File: src/rtl/dcic_pkg.sv
package dcic_pkg;

    localparam int NCORE  = 2;
    localparam int C2C_W  = 32;
    localparam int ADDR_W = 8;
    localparam int DATA_W = 32;

    localparam logic [ADDR_W-1:0] A_RAW      = 8'h20;
    localparam logic [ADDR_W-1:0] A_MASKED   = 8'h21;
    localparam logic [ADDR_W-1:0] A_C2C_BASE = 8'h30;
    localparam logic [ADDR_W-1:0] A_MCHK_SET = 8'h38;
    localparam logic [ADDR_W-1:0] A_MCHK_CLR = 8'h39;

    typedef enum logic [1:0] {
        CLS_OFF  = 2'b00,
        CLS_STD  = 2'b01,
        CLS_CRIT = 2'b10,
        CLS_MCHK = 2'b11
    } irq_class_e;

    typedef struct packed {
        logic       tgt;
        irq_class_e cls;
    } route_t;

    typedef struct packed {
        logic mchk;
        logic crit;
        logic std;
    } class_vec_t;

    function automatic logic [1:0] top_code(class_vec_t v);
        if (v.mchk)      return 2'd3;
        else if (v.crit) return 2'd2;
        else if (v.std)  return 2'd1;
        else             return 2'd0;
    endfunction

    function automatic logic [ADDR_W-1:0] c2c_addr(int tgt, int slot);
        return A_C2C_BASE + ADDR_W'(4 * tgt + slot);
    endfunction

endpackage

File: src/rtl/dcic_route_regs.sv
module dcic_route_regs
    import dcic_pkg::*;
#(
    parameter int NUM_SRC = 16
) (
    input  logic                        clk,
    input  logic                        rst,
    input  logic                        cfg_wr,
    input  logic [ADDR_W-1:0]           cfg_addr,
    input  logic [DATA_W-1:0]           cfg_wdata,
    output route_t [NUM_SRC-1:0]        routes
);

    for (genvar s = 0; s < NUM_SRC; s++) begin : g_src
        always_ff @(posedge clk) begin
            if (rst) begin
                routes[s] <= '{tgt: 1'b0, cls: CLS_OFF};
            end else if (cfg_wr && cfg_addr == ADDR_W'(s)) begin
                routes[s] <= route_t'(cfg_wdata[2:0]);
            end
        end
    end

    AST_ROUTE_HOLD: assert property (@(posedge clk) disable iff (rst)
        (cfg_wr && cfg_addr >= ADDR_W'(NUM_SRC)) |=> $stable(routes));

endmodule

File: src/rtl/dcic_c2c_bank.sv
module dcic_c2c_bank
    import dcic_pkg::*;
(
    input  logic                         clk,
    input  logic                         rst,
    input  logic                         cfg_wr,
    input  logic [ADDR_W-1:0]            cfg_addr,
    input  logic [DATA_W-1:0]            cfg_wdata,
    output logic [NCORE-1:0][C2C_W-1:0]  std_pend,
    output logic [NCORE-1:0][C2C_W-1:0]  crit_pend,
    output logic [NCORE-1:0]             mchk_pend
);

    localparam int SLOT_STD_SET  = 0;
    localparam int SLOT_STD_CLR  = 1;
    localparam int SLOT_CRIT_SET = 2;
    localparam int SLOT_CRIT_CLR = 3;

    for (genvar t = 0; t < NCORE; t++) begin : g_tgt
        localparam logic [ADDR_W-1:0] A_SS = c2c_addr(t, SLOT_STD_SET);
        localparam logic [ADDR_W-1:0] A_SC = c2c_addr(t, SLOT_STD_CLR);
        localparam logic [ADDR_W-1:0] A_CS = c2c_addr(t, SLOT_CRIT_SET);
        localparam logic [ADDR_W-1:0] A_CC = c2c_addr(t, SLOT_CRIT_CLR);

        logic [C2C_W-1:0] std_set, std_clr, crit_set, crit_clr;

        always_comb begin
            std_set  = (cfg_wr && cfg_addr == A_SS) ? cfg_wdata[C2C_W-1:0] : '0;
            std_clr  = (cfg_wr && cfg_addr == A_SC) ? cfg_wdata[C2C_W-1:0] : '0;
            crit_set = (cfg_wr && cfg_addr == A_CS) ? cfg_wdata[C2C_W-1:0] : '0;
            crit_clr = (cfg_wr && cfg_addr == A_CC) ? cfg_wdata[C2C_W-1:0] : '0;
        end

        always_ff @(posedge clk) begin
            if (rst) begin
                std_pend[t]  <= '0;
                crit_pend[t] <= '0;
            end else begin
                std_pend[t]  <= (std_pend[t]  | std_set)  & ~std_clr;
                crit_pend[t] <= (crit_pend[t] | crit_set) & ~crit_clr;
            end
        end

        AST_C2C_STD_SET: assert property (@(posedge clk) disable iff (rst)
            (cfg_wr && cfg_addr == A_SS) |=>
            ((std_pend[t] & $past(cfg_wdata[C2C_W-1:0])) == $past(cfg_wdata[C2C_W-1:0])));
        AST_C2C_STD_CLR: assert property (@(posedge clk) disable iff (rst)
            (cfg_wr && cfg_addr == A_SC) |=>
            ((std_pend[t] & $past(cfg_wdata[C2C_W-1:0])) == '0));
        AST_C2C_CRIT_SET: assert property (@(posedge clk) disable iff (rst)
            (cfg_wr && cfg_addr == A_CS) |=>
            ((crit_pend[t] & $past(cfg_wdata[C2C_W-1:0])) == $past(cfg_wdata[C2C_W-1:0])));
        AST_C2C_CRIT_CLR: assert property (@(posedge clk) disable iff (rst)
            (cfg_wr && cfg_addr == A_CC) |=>
            ((crit_pend[t] & $past(cfg_wdata[C2C_W-1:0])) == '0));
    end

    logic [NCORE-1:0] mchk_set, mchk_clr;

    always_comb begin
        mchk_set = (cfg_wr && cfg_addr == A_MCHK_SET) ? cfg_wdata[NCORE-1:0] : '0;
        mchk_clr = (cfg_wr && cfg_addr == A_MCHK_CLR) ? cfg_wdata[NCORE-1:0] : '0;
    end

    always_ff @(posedge clk) begin
        if (rst) mchk_pend <= '0;
        else     mchk_pend <= (mchk_pend | mchk_set) & ~mchk_clr;
    end

    AST_C2C_MCHK_CLR: assert property (@(posedge clk) disable iff (rst)
        (cfg_wr && cfg_addr == A_MCHK_CLR) |=>
        ((mchk_pend & $past(cfg_wdata[NCORE-1:0])) == '0));

endmodule

File: src/rtl/dcic_core_merge.sv
module dcic_core_merge
    import dcic_pkg::*;
#(
    parameter int NUM_SRC = 16,
    parameter int CORE_ID = 0
) (
    input  logic                  clk,
    input  logic                  rst,
    input  logic [NUM_SRC-1:0]    src_q,
    input  route_t [NUM_SRC-1:0]  routes,
    input  logic [C2C_W-1:0]      std_pend,
    input  logic [C2C_W-1:0]      crit_pend,
    input  logic                  mchk_pend,
    output class_vec_t            cls_o,
    output logic [1:0]            top_o
);

    localparam logic TGT = 1'(CORE_ID);

    class_vec_t nxt;

    always_comb begin
        nxt = '0;
        for (int s = 0; s < NUM_SRC; s++) begin
            if (src_q[s] && routes[s].tgt == TGT) begin
                case (routes[s].cls)
                    CLS_STD:  nxt.std  = 1'b1;
                    CLS_CRIT: nxt.crit = 1'b1;
                    CLS_MCHK: nxt.mchk = 1'b1;
                    default:  ;
                endcase
            end
        end
        nxt.std  = nxt.std  | (|std_pend);
        nxt.crit = nxt.crit | (|crit_pend);
        nxt.mchk = nxt.mchk | mchk_pend;
    end

    always_ff @(posedge clk) begin
        if (rst) begin
            cls_o <= '0;
            top_o <= 2'd0;
        end else begin
            cls_o <= nxt;
            top_o <= top_code(nxt);
        end
    end

    AST_TOP_IDLE: assert property (@(posedge clk) disable iff (rst)
        (top_o == 2'd0) |-> (cls_o == '0));
    AST_TOP_MCHK: assert property (@(posedge clk) disable iff (rst)
        cls_o.mchk |-> (top_o == 2'd3));
    AST_TOP_CRIT: assert property (@(posedge clk) disable iff (rst)
        (cls_o.crit && !cls_o.mchk) |-> (top_o == 2'd2));

endmodule

File: src/rtl/dual_core_irq_ctrl.sv
module dual_core_irq_ctrl
    import dcic_pkg::*;
#(
    parameter int NUM_SRC = 16
) (
    input  logic                 clk,
    input  logic                 rst,
    input  logic [NUM_SRC-1:0]   src_irq,
    input  logic                 cfg_wr,
    input  logic [ADDR_W-1:0]    cfg_addr,
    input  logic [DATA_W-1:0]    cfg_wdata,
    output logic [DATA_W-1:0]    cfg_rdata,
    output logic [NCORE-1:0]     irq_std,
    output logic [NCORE-1:0]     irq_crit,
    output logic [NCORE-1:0]     irq_mchk,
    output logic [2*NCORE-1:0]   irq_top
);

    logic [NUM_SRC-1:0]           src_q;
    route_t [NUM_SRC-1:0]         routes;
    logic [NCORE-1:0][C2C_W-1:0]  std_pend;
    logic [NCORE-1:0][C2C_W-1:0]  crit_pend;
    logic [NCORE-1:0]             mchk_pend;
    class_vec_t [NCORE-1:0]       core_cls;
    logic [NCORE-1:0][1:0]        core_top;
    logic [NUM_SRC-1:0]           src_en;

    always_ff @(posedge clk) begin
        if (rst) src_q <= '0;
        else     src_q <= src_irq;
    end

    dcic_route_regs #(.NUM_SRC(NUM_SRC)) i_route (
        .clk       (clk),
        .rst       (rst),
        .cfg_wr    (cfg_wr),
        .cfg_addr  (cfg_addr),
        .cfg_wdata (cfg_wdata),
        .routes    (routes)
    );

    dcic_c2c_bank i_c2c (
        .clk       (clk),
        .rst       (rst),
        .cfg_wr    (cfg_wr),
        .cfg_addr  (cfg_addr),
        .cfg_wdata (cfg_wdata),
        .std_pend  (std_pend),
        .crit_pend (crit_pend),
        .mchk_pend (mchk_pend)
    );

    for (genvar c = 0; c < NCORE; c++) begin : g_core
        dcic_core_merge #(.NUM_SRC(NUM_SRC), .CORE_ID(c)) i_merge (
            .clk       (clk),
            .rst       (rst),
            .src_q     (src_q),
            .routes    (routes),
            .std_pend  (std_pend[c]),
            .crit_pend (crit_pend[c]),
            .mchk_pend (mchk_pend[c]),
            .cls_o     (core_cls[c]),
            .top_o     (core_top[c])
        );
        assign irq_std[c]  = core_cls[c].std;
        assign irq_crit[c] = core_cls[c].crit;
        assign irq_mchk[c] = core_cls[c].mchk;
    end

    assign irq_top = core_top;

    for (genvar s = 0; s < NUM_SRC; s++) begin : g_en
        assign src_en[s] = (routes[s].cls != CLS_OFF);
    end

    always_comb begin
        cfg_rdata = '0;
        for (int s = 0; s < NUM_SRC; s++) begin
            if (cfg_addr == ADDR_W'(s)) cfg_rdata = DATA_W'(routes[s]);
        end
        for (int t = 0; t < NCORE; t++) begin
            if (cfg_addr == c2c_addr(t, 0)) cfg_rdata = DATA_W'(std_pend[t]);
            if (cfg_addr == c2c_addr(t, 2)) cfg_rdata = DATA_W'(crit_pend[t]);
        end
        if (cfg_addr == A_RAW)      cfg_rdata = DATA_W'(src_q);
        if (cfg_addr == A_MASKED)   cfg_rdata = DATA_W'(src_q & src_en);
        if (cfg_addr == A_MCHK_SET) cfg_rdata = DATA_W'(mchk_pend);
    end

    AST_SRC_GONE: assert property (@(posedge clk) disable iff (rst)
        (src_q == '0 && std_pend == '0 && crit_pend == '0 && mchk_pend == '0)
        |=> (irq_std == '0 && irq_crit == '0 && irq_mchk == '0));

endmodule

File: config.mk
export PLATFORM = sky130hd
export DESIGN_NAME = dual_core_irq_ctrl
export DESIGN_NICKNAME = d
export VERILOG_FILES = /design/src/rtl/dcic_pkg.sv /design/src/rtl/dcic_route_regs.sv /design/src/rtl/dcic_c2c_bank.sv /design/src/rtl/dcic_core_merge.sv /design/src/rtl/dual_core_irq_ctrl.sv
export SDC_FILE = /design/constraint.sdc
export NUM_CORES = 1
export LEC_CHECK = 0
export BUFFER_PORTS_ARGS = -buffer_cell sky130_fd_sc_hd__buf_4
export CAP_MARGIN = 5
export CORE_MARGIN = 5
export CORE_UTILIZATION = 45
export DETAILED_ROUTE_END_ITERATION = 8
export PLACE_DENSITY = 0.64
export SETUP_SLACK_MARGIN = 0.3
export SLEW_MARGIN = 0
export SYNTH_ARGS = -nofsm -noshare
export SYNTH_HDL_FRONTEND = slang
export SYNTH_HIERARCHICAL = 1
export SYNTH_SLANG_ARGS = --single-unit
File: constraint.sdc
create_clock -name clk -period 1.8 [get_ports clk]
set_clock_uncertainty 0.1 [all_clocks]
set_input_delay 0.09 -clock clk [delete_from_list [all_inputs] [get_ports clk]]
set_output_delay 0.09 -clock clk [all_outputs]
set_load 0.02 [all_outputs]
==> impl_summary.log <==
INFO  metric clock_tree_from_tritoncts = yes
INFO  metric worst_setup_path_end_kind = output pin
INFO  metric drt-vias-per-instance = 6.040
INFO  metric port_buffer_count = 100
INFO  metric dr.pass1.iters = 7
INFO  metric ff2ff_setup_slack = -280 ps
INFO  metric reg2reg_to = g_core[0].i_merge/top_o[1]$_SDFF_PP0_
INFO  metric nNetsFinal = 1698
INFO  metric antenna_found_initial = 0
INFO  metric number_of_enable_type_register_cells_in_the_synthesized_netlist = 0
INFO  metric p_leak = 7.647 nW
INFO  metric grt_overflow = 0
INFO  metric timing.final.setup_violations = 36
INFO  metric cts_made_buffers = 24
INFO  metric clock_tree.root_cell = clkbuf_16
INFO  metric post_synth.cell_area_avg = between 9 and 10 sq um
INFO  metric htree_num_levels = 1
INFO  metric grt_setup_unrepaired = yes
INFO  metric mappedNetlistArea = 11450 sq um
INFO  metric finalWorstSetupSlack = -668.1 ps
INFO  metric worst-endpoint-arrival = 2280 ps
INFO  metric clock_insertion_delay_worst_skew = 540 ps
INFO  metric grt_pass1_vias = 11770
INFO  metric outcome = complete, but fails checks
INFO  metric timing.critical_path.required = 1610 ps
INFO  metric drt_iter0_markers = 1391
INFO  metric synth.yosys.seq_area_share = a little over a third
INFO  metric core_area = ~25000 sq um
INFO  metric post-synth-top-area-fraction = 35.67%
INFO  metric synthesis.yosys.warnings = 6
INFO  metric leading_cell_types_in_the_layout_fill_and_taps_excluded = buf_4, nand2b_1, mux2i_1
INFO  metric grt_pass1_wl = 69970 microns
INFO  metric crit_path_start = i_route/routes[23]$_SDFFE_PP0P_
INFO  metric rr_worst_depth = 5
INFO  metric violations = negative setup slack
INFO  metric placementRows = just under 60
INFO  metric yosysTopAreaCell = dfxtp_1
INFO  metric design_power_total = ~0.011 W
INFO  metric finalCoreUtilization = 67.65%
INFO  metric groute.usage.overall = 30.82%
INFO  metric worst_hold_path.endpoint = i_c2c/mchk_pend[1]$_SDFF_PP0_
INFO  metric clock_tree.buffer_depth = 3
INFO  metric timing.setup.critical_path_class = flip-flop to output pin
INFO  metric timing.final.crit_period = 2468 ps
INFO  metric worst_r2r_startpoint = i_route/routes[47]$_SDFFE_PP0P_
INFO  metric die_x = 169.5 microns
INFO  metric max_slew_margin = between 60% and 70%
INFO  metric detailedPlacementHpwl = 32090 microns
INFO  metric gp_congestion = 0.9824
INFO  metric initial_utilization = a little under half
INFO  metric slew_limit_fails = 0
INFO  metric numPlacedInstances = 1866
INFO  metric fin_cells = 1987
INFO  metric synth_cells = 1272
INFO  metric holdCritStartpoint = cfg_wr
INFO  metric hold_viol_final = 0
INFO  metric wl_per_cell = 23.14 microns
INFO  metric vdd.ir_drop.worst = 0.0006502 V
INFO  metric final_common_cell = buf_4
INFO  metric detail_route.drc_violations = 0
INFO  metric postRouteAntennaNets = 0
INFO  metric async_reset_ff_share = 0%
INFO  metric post_synth_main_area_contributors = dfxtp_1, mux2i_1, nand2b_1, nand3_1, a22oi_1
INFO  metric mappedNetlistNets = 1331
INFO  metric synth.distinct_cells = between 70 and 80
INFO  metric slew_at_the_pin_closest_to_its_max_slew_limit = 515.2 ps
INFO  metric fmax = 405.2 MHz
INFO  metric cap_viol_max_count = 0
INFO  metric final_min_period_over_clock_period = 137.1%
INFO  metric cp-start-kind = flip-flop
INFO  metric n_antenna_cell = 0
INFO  metric synth_flop_cell = dfxtp_1
INFO  metric boundaryPins = 101
INFO  metric cp_max_fo = 2
INFO  metric total_die_area = approximately 29000 sq um
INFO  metric powerDensity = 640.1 nW/um^2
INFO  metric worst_hold_path_type = input pin to flip-flop
INFO  metric area_delta_synth_final = 48.34%
INFO  metric synth.ff_latch_count = 204
INFO  metric clock_sinks = around 200
INFO  metric wirelength = between 40000 and 50000 microns
INFO  metric whs_path_depth = 4
INFO  metric die_y = 169.5 microns
INFO  metric pin_count_of_the_biggest_net_entering_global_routing = between 80 and 90
INFO  metric final_layout_size_suffix_gt1_share = 35.24%
INFO  metric via_count = 12000
INFO  metric path_clk_slew = 70 ps
## sequential cells by signal, indices dropped and copies added, names as in the netlist
name,count
g_core.i_merge/cls_o,6
i_c2c/std_pend,64
g_core.i_merge/top_o,4
i_c2c/crit_pend,64
src_q,16
i_route/routes,48
i_c2c/mchk_pend,2
## stage by stage
stage / setup TNS (ps) / setup WS, ps / hold slack [ps] / area (sq um)
after floorplan: -70.42 / -69.31 / 59.41 / 11520
after global placement: -6598 / -466.8 / 199.6 / 14400
after detailed placement: -6517 / -443.0 / 208.3 / 14400
after CTS: -3878 / -649.2 / 14.02 / 16800
after global routing: -6783 / -744.7 / 56.27 / 16990
final: -4379 / -668.1 / 28.67 / 16990
## worst max path at each step
| stage | end | slack [ps] | cells after the start |
|---|---|---|---|
| after floorplan | cfg_rdata[2] | -70 | 6 |
| after global placement | g_core[0].i_merge/top_o[0]$_SDFF_PP0_ | -470 | 7 |
| after detailed placement | g_core[0].i_merge/top_o[0]$_SDFF_PP0_ | -440 | 7 |
| after CTS | cfg_rdata[2] | -650 | 7 |
| after global routing | cfg_rdata[2] | -740 | 6 |
| final | cfg_rdata[2] | -670 | 6 |
## kinds of logic (layout without fill, tap and decap cells)
family                 count (synthesis)  after routing  share of synthesized area, %
muxes                                189            189                         16.88
DFF                                  204            204                         35.67
AOI/OAI and AO/OA                    154            154                         9.966
buffers and inverters                111            496                         4.316
and+or+nand+nor                      614            614                         33.17
## cell usage after synthesis, types with 4 or more instances
| cell type | n |
|---|---|
| clkbuf_1 | 53 |
| nor4bb_1 | 15 |
| o21ai_0 | 22 |
| nand3b_1 | 14 |
| o2111ai_1 | 8 |
| a22oi_1 | 52 |
| nand4_1 | 28 |
| mux2i_1 | 183 |
| nand2b_1 | 186 |
| nor2b_1 | 20 |
| inv_1 | 17 |
| o311ai_0 | 8 |
| dfxtp_1 | 204 |
| nand3_1 | 172 |
| and3b_1 | 4 |
| buf_4 | 4 |
| nand2_1 | 31 |
| buf_2 | 31 |
| a21oi_1 | 7 |
| nand4b_1 | 31 |
| nor4_1 | 35 |
| nor2_1 | 28 |
| o211ai_1 | 6 |
| o221ai_1 | 4 |
| a221o_1 | 4 |
| a31oi_1 | 5 |
| nor3_1 | 9 |
| o22ai_1 | 18 |
## critical path: stages, from the launching register on
cell      delay [ps]
dfxtp_2          320
mux4_2           510
o211ai_1         210
nand4b_1         160
a221oi_2         290
a311oi_2          80
buf_4            180
## power by group
group	internal, W	switching [W]
logic	0.000500	0.000532
registers	0.00454	0.0000434
clock network	0.00319	0.00207
## what timing repair did
action                                  CTS  global route
endpoints found under the setup margin   42            45
hold buffers                             49             0
cloned                                    6             0
endpoints found under the hold margin   147             0
resized for setup                       194            37
buffers inserted                         17             5
pin swaps                                56            25
## per-layer routing
layer / global-route usage [%] / wire (microns)
met1: 42.20 / 19220
met2: 49.74 / 21070
met3: 4.100 / 3647
met4: 11.66 / 2047
met5: 0 / 0
## cell type report
class,instances,area [sq um]
Tap cell,330,412.9
Clock buffer,30,663.1
Sequential cell,204,4140
Clock inverter,14,186.4
Inverter,17,66.31
Fill cell,2013,8124
Timing Repair Buffer,435,3993
Multi-Input combinational cell,957,7523
Power figures use the tool's default switching activity.
